### src/rtl/stride_agu_pkg.sv
// Shared types for the strided address generator.
// Assumes: the mode field is one bit wide and is decoded only by the slot file.
package stride_agu_pkg;
    typedef enum logic {
        MODE_CONST   = 1'b0,
        MODE_STRIDED = 1'b1
    } slot_mode_e;

    // Slot control word: the mode plus the step added after each use.
    typedef struct packed {
        slot_mode_e  mode;
        logic [15:0] stride;
    } slot_ctrl_t;
endpackage

### src/rtl/stride_agu_slots.sv
// Slot file: one control word and one address register per slot.
// Drives the address of the selected slot combinationally. On a step, the
// selected slot adds its stride if it is strided. Assumes ADDR_W <= 16 for the
// stored stride field; a write and a step never arrive together (the sequencer
// blocks steps during configuration).
module stride_agu_slots
    import stride_agu_pkg::*;
#(
    parameter int SLOTS  = 4,
    parameter int ADDR_W = 16,
    localparam int IDX_W = (SLOTS > 1) ? $clog2(SLOTS) : 1
) (
    input  logic              clk,
    input  logic              rst_n,
    input  logic              wr_en,
    input  logic [IDX_W-1:0]  wr_idx,
    input  logic              wr_mode,
    input  logic [ADDR_W-1:0] wr_addr,
    input  logic [ADDR_W-1:0] wr_stride,
    input  logic              step,
    input  logic [IDX_W-1:0]  sel,
    output logic [ADDR_W-1:0] addr
);
    logic [ADDR_W-1:0] arf [SLOTS];
    slot_ctrl_t        cm  [SLOTS];

    for (genvar i = 0; i < SLOTS; i++) begin : g_slot
        // Hit flags for this slot.
        logic wr_hit, step_hit;
        assign wr_hit   = wr_en && (wr_idx == IDX_W'(i));
        assign step_hit = step && (sel == IDX_W'(i));

        // Control word: loaded by configuration only.
        always_ff @(posedge clk) begin
            if (!rst_n) begin
                cm[i].mode   <= MODE_CONST;
                cm[i].stride <= '0;
            end else if (wr_hit) begin
                cm[i].mode   <= slot_mode_e'(wr_mode);
                cm[i].stride <= 16'(wr_stride);
            end
        end

        // Address register: loaded by configuration, post-incremented on use.
        always_ff @(posedge clk) begin
            if (!rst_n) begin
                arf[i] <= '0;
            end else if (wr_hit) begin
                arf[i] <= wr_addr;
            end else if (step_hit && cm[i].mode == MODE_STRIDED) begin
                arf[i] <= arf[i] + ADDR_W'(cm[i].stride);
            end
        end
    end

    // Present the selected slot's address.
    always_comb begin
        addr = arf[sel];
    end
endmodule

### src/rtl/stride_agu_seq.sv
// Sequencer: the slot pointer, the pass counter and the sticky done flag.
// A trigger is accepted only when no configuration is active, done is clear
// and the pass counter differs from the limit. A trigger that finds the
// counter equal to the limit sets done instead.
// Assumes: last_in < SLOTS.
module stride_agu_seq #(
    parameter int IDX_W = 2,
    parameter int CNT_W = 16,
    parameter int SLOTS = 4
) (
    input  logic             clk,
    input  logic             rst_n,
    input  logic             trig,
    input  logic             hold,
    input  logic             restart,
    input  logic [CNT_W-1:0] max_in,
    input  logic [IDX_W-1:0] last_in,
    output logic [IDX_W-1:0] pc,
    output logic [IDX_W-1:0] last_q,
    output logic             fire,
    output logic             done
);
    logic [CNT_W-1:0] iter_q, max_q;
    logic             try_trig, at_limit, wrap;

    // Decode trigger outcome for this cycle.
    always_comb begin
        try_trig = trig && !hold && !done;
        at_limit = (iter_q == max_q);
        fire     = try_trig && !at_limit;
        wrap     = fire && (pc == last_q);
    end

    // Pointer: advance on an accepted trigger, wrap at the last slot.
    always_ff @(posedge clk) begin
        if (!rst_n || restart) begin
            pc <= '0;
        end else if (fire) begin
            pc <= wrap ? '0 : pc + IDX_W'(1);
        end
    end

    // Pass counter: counts completed passes.
    always_ff @(posedge clk) begin
        if (!rst_n || restart) begin
            iter_q <= '0;
        end else if (wrap) begin
            iter_q <= iter_q + CNT_W'(1);
        end
    end

    // Limit and program length: loaded on restart.
    always_ff @(posedge clk) begin
        if (!rst_n) begin
            max_q  <= '0;
            last_q <= IDX_W'(SLOTS - 1);
        end else if (restart) begin
            max_q  <= max_in;
            last_q <= last_in;
        end
    end

    // Done flag: set by a trigger at the limit, cleared by restart.
    always_ff @(posedge clk) begin
        if (!rst_n || restart) begin
            done <= 1'b0;
        end else if (try_trig && at_limit) begin
            done <= 1'b1;
        end
    end
endmodule

### src/rtl/stride_agu.sv
// Top of the strided address generator. Joins the slot file and the
// sequencer. Configuration in a cycle blocks that cycle's trigger.
// Assumes: trig is a single-cycle pulse per memory operation.
module stride_agu
    import stride_agu_pkg::*;
#(
    parameter int SLOTS  = 4,
    parameter int ADDR_W = 16,
    parameter int CNT_W  = 16,
    localparam int IDX_W = (SLOTS > 1) ? $clog2(SLOTS) : 1
) (
    input  logic              clk,
    input  logic              rst_n,
    input  logic              cfg_we,
    input  logic [IDX_W-1:0]  cfg_slot,
    input  logic              cfg_mode,
    input  logic [ADDR_W-1:0] cfg_addr,
    input  logic [ADDR_W-1:0] cfg_stride,
    input  logic              cfg_max_we,
    input  logic [CNT_W-1:0]  cfg_max,
    input  logic [IDX_W-1:0]  cfg_last,
    input  logic              trig,
    output logic [ADDR_W-1:0] addr_out,
    output logic              done
);
    logic [IDX_W-1:0] pc, last_q;
    logic             fire, cfg_busy;

    // Any configuration activity blocks the trigger.
    assign cfg_busy = cfg_we || cfg_max_we;

    stride_agu_seq #(
        .IDX_W (IDX_W),
        .CNT_W (CNT_W),
        .SLOTS (SLOTS)
    ) u_seq (
        .clk     (clk),
        .rst_n   (rst_n),
        .trig    (trig),
        .hold    (cfg_busy),
        .restart (cfg_max_we),
        .max_in  (cfg_max),
        .last_in (cfg_last),
        .pc      (pc),
        .last_q  (last_q),
        .fire    (fire),
        .done    (done)
    );

    stride_agu_slots #(
        .SLOTS  (SLOTS),
        .ADDR_W (ADDR_W)
    ) u_slots (
        .clk       (clk),
        .rst_n     (rst_n),
        .wr_en     (cfg_we),
        .wr_idx    (cfg_slot),
        .wr_mode   (cfg_mode),
        .wr_addr   (cfg_addr),
        .wr_stride (cfg_stride),
        .step      (fire),
        .sel       (pc),
        .addr      (addr_out)
    );
endmodule

### config.mk
export PLATFORM = sky130hd
export DESIGN_NAME = stride_agu
export DESIGN_NICKNAME = d
export VERILOG_FILES = /design/src/rtl/stride_agu_pkg.sv /design/src/rtl/stride_agu_slots.sv /design/src/rtl/stride_agu_seq.sv /design/src/rtl/stride_agu.sv
export SDC_FILE = /design/constraint.sdc
export NUM_CORES = 1
export LEC_CHECK = 0
export BUFFER_PORTS_ARGS = -buffer_cell sky130_fd_sc_hd__buf_2
export CAP_MARGIN = 20
export CORE_UTILIZATION = 55
export DETAILED_ROUTE_END_ITERATION = 8
export PLACE_DENSITY_LB_ADDON = 0.08
export SLEW_MARGIN = 20
export SYNTH_ARGS = -nofsm -noshare
export SYNTH_HDL_FRONTEND = slang
export SYNTH_SLANG_ARGS = --single-unit
### constraint.sdc
create_clock -name clk -period 2.31 [get_ports clk]
set_clock_uncertainty 0.1 [all_clocks]
set_input_delay 0.1155 -clock clk [delete_from_list [all_inputs] [get_ports clk]]
set_output_delay 0.1155 -clock clk [all_outputs]
set_load 0.02 [all_outputs]
After elaboration in Yosys (flattened, before gate mapping)
Memory sizes are Yosys's and may differ from the RTL's. A register that Yosys moved wholly into a read port is not among the register bits.
Index checks and enable logic that the tools add are counted.
Storage, ports and cells
  bits in registers: 37
  memory bits (writable): 132
  output and inout bits: 17
  memories: 2
Memory list
  u_slots.cm: depth 4, width 17, rd ports 4, clocked after Yosys merged registers in 0, wr ports 4, line stride_agu_slots.sv:25  | slot_ctrl_t cm [SLOTS];
  u_slots.arf: depth 4, width 16, rd ports 5, clocked after Yosys merged registers in 1, wr ports 4, line stride_agu_slots.sv:24  | logic [ADDR_W-1:0] arf [SLOTS];
Operators by class
  add/subtract/negate cells: 6
  equality and inequality tests: 8
  mux-type cells: 48
  bitwise operators: 16
  reduce and logical (&&, ||, !) cells: 25
Operator list (number)
  2-to-1 mux 16 bit: 12
  adder 16 bit: 4
  2-to-1 mux 1 bit: 33
  logical AND 1 bit: 17
  adder 16 x 1 -> 16 bit, second input constant: 1
  == test 16 bit: 1
  OR 1 bit: 16
  == test 2 bit, second input constant: 4
  2-to-1 mux 2 bit: 3
  == test 2 x 1 -> 1 bit, second input constant: 2
  logical NOT 1 bit: 4
  logical NOT 2 bit: 2
  adder 2 x 1 -> 2 bit, second input constant: 1
  == test 2 bit: 1
  logical OR 1 bit: 2

Logic depth before layout (Yosys ltp)
Gate-level depths: netlist of run 1.
  depth in word-level cells: 12
  mapped depth: 10
  gate-level depth less buffers: 10

Hierarchy
From an unflattened synthesis of run 1, not the netlist that was laid out.
Unflattened totals
  cell total of the unflattened synthesis: 878
  area total of the unflattened synthesis: 10004.6 µm²
By module, submodules not included
  stride_agu_slots: instances 1, cells an instance 672, area each 8126.5 µm²
  stride_agu_seq: instances 1, cells an instance 205, area each 1871.8 µm²
  stride_agu: instances 1, cells an instance 1, area each 6.3 µm²

Worst setup path before layout of run 1
No wires, ideal clock.
  path type: reg2reg
  from: memory u_slots.arf[0][0]
  to: memory u_slots.arf[0][12] (data pin)
  library setup time: 257 ps
  data arrival time: 2133 ps
  data required time: 1953 ps
  path slack: -180 ps
  stages on the path, launching flop included: 11
  clock period less this slack: 2490 ps
  cells stage by stage: edfxtp_1 ha_1 inv_1 fa_1 nor2b_1 o31ai_2 a21oi_1 a21oi_1 a21oi_1 or3_1 a32o_1
RTL lines (line)
  from (decl): stride_agu_slots.sv:24

==> results of run 1 <==
==> worst min path at each step <==
stage                     depth (start not counted)        start                 to  slack, ns
after floorplan                                   1        rst_n    u_seq.last_q[0]       0.08
after global placement                            3  cfg_last[1]    u_seq.last_q[1]       0.23
after detailed placement                          3  cfg_last[0]    u_seq.last_q[0]       0.24
after CTS                                         2  cfg_addr[4]  u_slots.arf[0][4]      0.009
after global routing                              2  cfg_addr[4]  u_slots.arf[0][4]       0.02
final                                             2  cfg_addr[4]  u_slots.arf[0][4]       0.02
==> synth_stat cells, types with 7 or more instances <==
library cell,number
edfxtp_1,131
o21ai_0,77
nand2_1,76
and2_1,68
ha_1,65
nor2_1,57
xor2_1,43
a21oi_1,40
dfxtp_1,40
xnor2_1,38
inv_1,28
clkbuf_1,20
mux2i_1,20
nand3_1,20
a21o_1,16
mux4_2,16
a22o_1,14
nand2b_1,13
nand4_1,11
nor3_1,11
o21a_1,11
and4_1,9
a211oi_1,8
and3_1,7
==> cell families (layout without fill, tap and decap cells) <==
| kind of cell | count (synthesis) | in the layout | share of synthesized area (%) |
|---|---|---|---|
| adders and majority gates | 69 | 69 | 8.882 |
| muxes | 36 | 36 | 5.573 |
| buffers and inverters | 62 | 316 | 2.737 |
| DFF | 171 | 171 | 47.07 |
| AOI/OAI and AO/OA | 216 | 216 | 13.83 |
| xor gates and xnor gates | 81 | 81 | 7.053 |
| and+or+nand+nor | 289 | 289 | 14.85 |
==> flip-flops by register name, summed over array words and instances (netlist names), named ones only <==
| register | flops |
|---|---|
| u_seq.done | 1 |
| u_seq.pc | 2 |
| u_seq.max_q | 16 |
| u_slots.cm | 68 |
| u_slots.arf | 64 |
| u_seq.last_q | 2 |
| u_seq.iter_q | 16 |
==> worst max-delay path: stages (launching register included) <==
cell and delay (ns):
edfxtp_1 0.40, ha_2 0.23, inv_2 0.05, fa_2 0.21
nor2b_2 0.05, nor3_2 0.22, o211ai_1 0.16, buf_4 0.17
a221oi_4 0.25, buf_4 0.16, xor2_1 0.14, o21ai_0 0.09
==> power by group <==
group	switching, mW	internal, mW
clock network	1.20	1.64
registers	0.121	3.51
logic	0.984	0.959
==> what timing repair did <==
item	4_1_cts	5_1_grt
gates cloned	0	0
gates resized for setup	62	86
hold buffers	51	0
pin swaps	35	57
buffers inserted	10	15
hold endpoints to repair	140	0
endpoints found under the setup margin	32	62
==> layout make-up <==
cell class                 instances  area (um2)  share of cell area, %
clock buffer                      26       544.3                  4.075
tap                              229       286.5                  2.145
timing repair buffer             255        1949                  14.59
sequential                       171        4740                  35.48
clock inverter                     6       47.55                 0.3560
multi-input combinational        691        5680                  42.53
inverter                          29       108.9                 0.8150
==> through the flow <==
stage | utilization, % | cell area (um2) | setup WS, ns | instances
after floorplan | - | 10090 | -0.1022 | 924
after global placement | 63.71 | 11440 | -0.2062 | 1299
after detailed placement | 63.71 | 11440 | -0.2504 | 1299
after CTS | 71.63 | 12870 | -0.1486 | 1392
after global routing | 74.35 | 13360 | -0.3033 | 1407
final | 74.35 | 13360 | -0.1907 | 1407
==> routing by layer <==
metal | share of wire, % | wire (um)
met1 | 44 | 11850
met2 | 48 | 12940
met3 | 5.9 | 1583
met4 | 1.6 | 433
met5 | 0 | 0
==> flow_summary_export.csv, run 1 <==
group,metric,value,unit
finish,final_cell_mix,"131 x edfxtp_1, 117 x buf_4, 74 x buf_2, 69 x nand2_1, 68 x and2_1",
critical_path,path_max_fanout,2,
sta,timing.final.ws_setup,-0.1907,ns
synthesis,ys_types,60,
global_route,busiest_layer,"met2",
floorplan,rows,49,
sta,max_freq,0.3999,GHz
clock_tree,cts_tree,"done",
floorplan,die_area,18830,um2
critical_path,end_kind,"flip-flop",
pwr,p_per_area,629.6,nW/um2
sta,slew_headroom,47.10,%
synthesis,synth_area,10060,um2
detailed_routing,vias,8085,
floorplan,start_util,55.99,%
pwr,total_power,8.409,mW
pwr,leakage,5.383,nW
detailed_routing,dr.pass1.iters,5,
placed_design,gp_congestion,0.9524,
sta,slew_viol_final,0,
detailed_routing,drtAntennaViolNets,0,
finish,layout-drive-gt1-share,31.07,%
floorplan,dieWidth,137.2,um
critical_path,cp-endpoint,"u_slots.arf[2][10]",
global_route,grt_pass1_vias,7708,
clock_tree,clkSinkCount,171,
detailed_routing,drcViolationCount,0,
synthesis,yosysSeqAreaShare,47.07,%
floorplan,io_pins,75,
status,violations,"negative setup slack",
critical_path,r2r_slack,-0.19,ns
floorplan,design.core.area,17960,um2
sta,rsz0062_at_grt,"yes",
synthesis,synth.top_cell.area_share,39.11,%
floorplan,die_y,137.2,um
global_route,grt_overflow,0,
synthesis,avgSynthCellArea,10.89,um2
finish,final_common_cell,"edfxtp_1",
global_route,antenna_found_initial,0,
global_route,grtUsageMet3,4.305,%
synthesis,synth_seq_cells,171,
flow_run,cap_violations,0,
critical_path,critPathLaunchType,"flip-flop",
sta,setup_viol,12,
critical_path,worstSetupStartpoint,"u_slots.arf[2][0]",
global_route,globalRouteMet2Util,49.02,%
clock_tree,clock_path_buffers,2,
critical_path,rr_worst_depth,11,
sta,fin_crit,2.501,ns
finish,diodes,0,
detailed_routing,routed_wirelength,26810,um
clock_tree,worstSkewPairLatency,0.43,ns
global_route,grt_max_degree,34,
synthesis,synth_area_leaders,"edfxtp_1 39%, ha_1 8.1%, dfxtp_1 8.0%, and2_1 4.2%, o21ai_0 3.8%",
clock_tree,htree_levels,4,
synthesis,yosysWarnings,0,
sta,holdWs,0.01698,ns
synthesis,synth_flop_cell,"edfxtp_1",
status,outcome,"finished with violations",
clock_tree,cts_root_buf,"clkbuf_16",
detailed_routing,drtIter0Drc,639,
sta,finalCritPeriodShare,108.3,%
critical_path,worstReg2RegStart,"u_slots.arf[2][0]",
synthesis,synth-edff-count,131,
critical_path,critPathRequiredTime,2.38,ns
detailed_routing,wire_per_inst,19.05,um
finish,finalNetCount,1292,
sta,fin_tns_setup,-0.8116,ns
critical_path,r2r_end,"u_slots.arf[2][10]",
sta,tightest_slew,0.7927,ns
detailed_routing,vias_per_cell,5.746,
synthesis,yosysTopAreaCell,"edfxtp_1",
synthesis,syn_nets,1051,
finish,nFillCells,1209,
critical_path,critical_path_arrival,2.57,ns
clock_tree,path_clk_slew,0.06,ns
placed_design,numPortBuffers,74,
synthesis,postSynth.asyncResetShare,0,%
synthesis,syn_inst,924,
worst_hold_path,hold_class,"in -> reg",
finish,area_growth,32.79,%
critical_path,crit_type,"reg -> reg",
pwr,vdd_drop_max,0.0004583,V
global_route,grt_use_total,29.25,%
global_route,use_met1,39.36,%
sta,hold_viol_final,0,
global_route,grt_pass1_wl,40630,um
placed_design,dp_hpwl,18910,um
clock_tree,numCtsBuffers,17,
No activity file was read; power rests on OpenSTA's default activity.
==> inputs of run 2 (changes only) <==
ABC_AREA = 1   (was unset)
CORE_UTILIZATION = 56   (was 55)
==> run 2 against run 1 <==
Against the previous run: the run ends with design-rule violations left; clock power is 2% higher; utilization fell by 7.6 points; via count is 28% higher; sequential share of layout area rose by 0.69 points; area after synthesis increased by 12%; flip-flop and latch count stayed put; largest cell class unchanged; first-iteration DRC count grew 33%; clock-buffer cell count is 6 lower; cell area shrank 2.0%; wire length is 21% higher; critical path type unchanged.
==> flow_summary_export.csv, run 2 <==
group,metric,value,unit
status,outcome,"finished with violations",
status,violations,"design-rule violations",
synthesis,postSynth.asyncResetShare,0,%
floorplan,rows,51,
placed_design,gp_congestion,0.9393,
synthesis,synth_flop_cell,"edfxtp_1",
sta,slew_viol_final,0,
finish,finalNetCount,1734,
finish,top_register,"u_slots.cm",
finish,layout-drive-gt1-share,12.47,%
sta,fin_crit,2.223,ns
critical_path,slowest_stage,"fa_1",
pwr,internal-power,5.623,mW
floorplan,io_pins,75,
detailed_routing,vias_per_cell,5.496,
finish,utilization,66.80,%
sta,max_freq,0.4497,GHz
clock_tree,path_clk_slew,0.08,ns
finish,area_growth,16.44,%
global_route,antenna_found_initial,0,
synthesis,synth_common_cells,"424 x nand2_1, 193 x nor2_1, 161 x inv_1",
clock_tree,numCtsBuffers,17,
synthesis,syn_nets,1594,
detailed_routing,routed.top_layer,"met4",
detailed_routing,wl_met2,15320,um
sta,finalCritPeriodShare,96.25,%
synthesis,synth_area_leaders,"edfxtp_1 35%, nand2_1 14%, ha_1 7.2%, dfxtp_1 7.1%, nor2_1 6.4%",
critical_path,crit_type,"reg -> reg",
synthesis,synth-edff-count,131,
global_route,grt_pass1_wl,49840,um
placed_design,dp_cells,1804,
critical_path,slowest_delay,0.41,ns
critical_path,critPathLaunchType,"flip-flop",
pwr,leakage,6.192,nW
global_route,grt_max_degree,34,
clock_tree,htree_levels,4,
global_route,grt_use_total,32.74,%
synthesis,syn_inst,1467,
critical_path,critical_path_arrival,2.31,ns
synthesis,synth.top_cell.area_share,35.00,%
finish,reg_top3,"u_slots.cm x68, u_slots.arf x64",
pwr,p_comb_share,19.2,%
synthesis,yosysSeqAreaShare,42.13,%
detailed_routing,met3_length,2017,um
critical_path,end_kind,"flip-flop",
floorplan,design.core.area,19590,um2
finish,largest_reg_flops,68,
finish,final_common_cell,"nand2_1",
placed_design,dp_hpwl,24410,um
sta,tightest_slew,0.7269,ns
floorplan,die_area,20640,um2
pwr,p_clk_share,36.0,%
pwr,p_per_area,613.8,nW/um2
finish,instances_no_fill,1885,
worst_hold_path,hold_class,"in -> reg",
detailed_routing,vias,10360,
floorplan,die_y,143.7,um
finish,postLayoutCellArea,13090,um2
sta,hold_viol_final,0,
detailed_routing,dr.pass1.iters,9,
placed_design,place_area,12000,um2
pwr,p_sw,2.409,mW
pwr,p_sw_share,29.99,%
detailed_routing,m1WireLength,13190,um
clock_tree,cts_root_buf,"clkbuf_16",
floorplan,dieWidth,143.7,um
synthesis,yosysMostFrequentCell,"nand2_1",
detailed_routing,drtAntennaViolNets,0,
clock_tree,cts_tree,"done",
synthesis,yosysTopAreaCell,"edfxtp_1",
finish,diodes,0,
clock_tree,clkSinkCount,171,
synthesis,yosysWarnings,0,
detailed_routing,wire_per_inst,17.16,um
synthesis,ys_types,40,
placed_design,numPortBuffers,74,
critical_path,cpMostUsedCell,"nand2_1",
global_route,grt_pass1_vias,9596,
clock_tree,worstSkewPairLatency,0.44,ns
pwr,vdd_drop_max,0.0004078,V
critical_path,path_cells,"ha_1 > inv_1 > fa_1 > inv_2 > nand3_1 > nand2_2 > nand2_1 > nand2_1 > nand3_1 > nand3_1 > nand2_1 > nand2_1 > nand2_1",
critical_path,path_max_fanout,4,
floorplan,start_util,57.37,%
synthesis,synth_area,11240,um2
global_route,grt_overflow,0,
pwr,pwr-share-seq,44.8,%
synthesis,avgSynthCellArea,7.661,um2
detailed_routing,drcViolationCount,9,
sta,slew_headroom,51.49,%
clock_tree,clock_path_buffers,2,
flow_run,cap_violations,0,
detailed_routing,routed_wirelength,32340,um
sta,setup_viol,0,
critical_path,critPathRequiredTime,2.40,ns
detailed_routing,drtIter0Drc,850,
finish,final_cell_mix,"422 x nand2_1, 192 x nor2_1, 160 x inv_1, 131 x edfxtp_1, 81 x o21ai_0",
synthesis,synth_seq_cells,171,
## run 2: cell count changes after synthesis, sizes merged, moves of 23 or more
cell and delta:
and2 -67, nor2 +141, nand2 +369, nand3 +58, a21oi +46, inv +141
xnor2 -23
## run 2: kinds of logic after synthesis
logic type	Yosys count	share of synthesized area, %
buf+inv	209	7.515
fa+ha+maj	69	7.949
flops	171	42.13
simple gates	768	28.89
compound gates	202	9.775
xor+xnor	48	3.741
## run 2: repair_timing
item | in CTS | in global routing
endpoints found under the hold margin | 81 | 1
buffers inserted | 0 | 2
setup endpoints to repair | 0 | 6
hold buffers | 46 | 1
resized for setup | 0 | 6
## run 2: critical path, delay by kind of cell (launching register included)
kind	cells	cell delay, ns
simple gates	9	0.78
buf+inv	2	0.14
fa+ha+maj	2	0.58
flops	1	0.37
## run 2: stage by stage
| stage | setup TNS (ns) | setup slack (ns) | power (mW) | hold WS, ns |
|---|---|---|---|---|
| finish | 0 | 0.08652 | 8.032 | 0.008058 |
| global route | -0.03062 | -0.03062 | 8.345 | 0.01005 |
| CTS | 0 | 0.05440 | 8.010 | 0.001795 |
| detailed placement | 0 | 0.07320 | 5.089 | 0.2322 |
| global placement | 0 | 0.1313 | 5.081 | 0.2327 |
| floorplan | 0 | 0.07850 | 4.638 | 0.1376 |
## run 2: final cells by class
cell class / count / area [um2]
multi-input combinational: 1087 / 5682
clock buffer: 20 / 456.7
timing repair buffer: 157 / 1111
clock inverter: 12 / 121.4
inverter: 173 / 649.4
fill: 1720 / 6504
tap: 265 / 331.6
sequential: 171 / 4735
## run 2: power by group through the flow
| stage | registers (mW) | clock network (mW) | logic, mW |
|---|---|---|---|
| 3_5_place_dp | 3.66 | 0 | 1.43 |
| 3_3_place_gp | 3.66 | 0 | 1.42 |
| 5_1_grt | 3.61 | 3.02 | 1.71 |
| 4_1_cts | 3.60 | 2.91 | 1.50 |
| 6_report | 3.60 | 2.89 | 1.54 |
| 2_1_floorplan | 3.62 | 0 | 1.02 |
## run 2: worst paths after layout
path                                         from                  to  slack, ns  cells past startpoint
worst min register to register     u_seq.max_q[6]      u_seq.max_q[6]       0.37                      2
worst max-delay path            u_slots.arf[3][0]  u_slots.arf[3][14]       0.09                     13
worst min-delay path               cfg_stride[13]   u_slots.cm[0][13]      0.008                      3
worst max register to register  u_slots.arf[3][0]  u_slots.arf[3][14]       0.09                     13
## run 2: metal layers
| metal | vias to the layer above | track usage (%) |
|---|---|---|
| met5 | - | 0 |
| met1 | 4740 | 39.95 |
| met2 | 430 | 55.83 |
| li1 | 5092 | - |
| met3 | 98 | 4.132 |
| met4 | 0 | 18.65 |
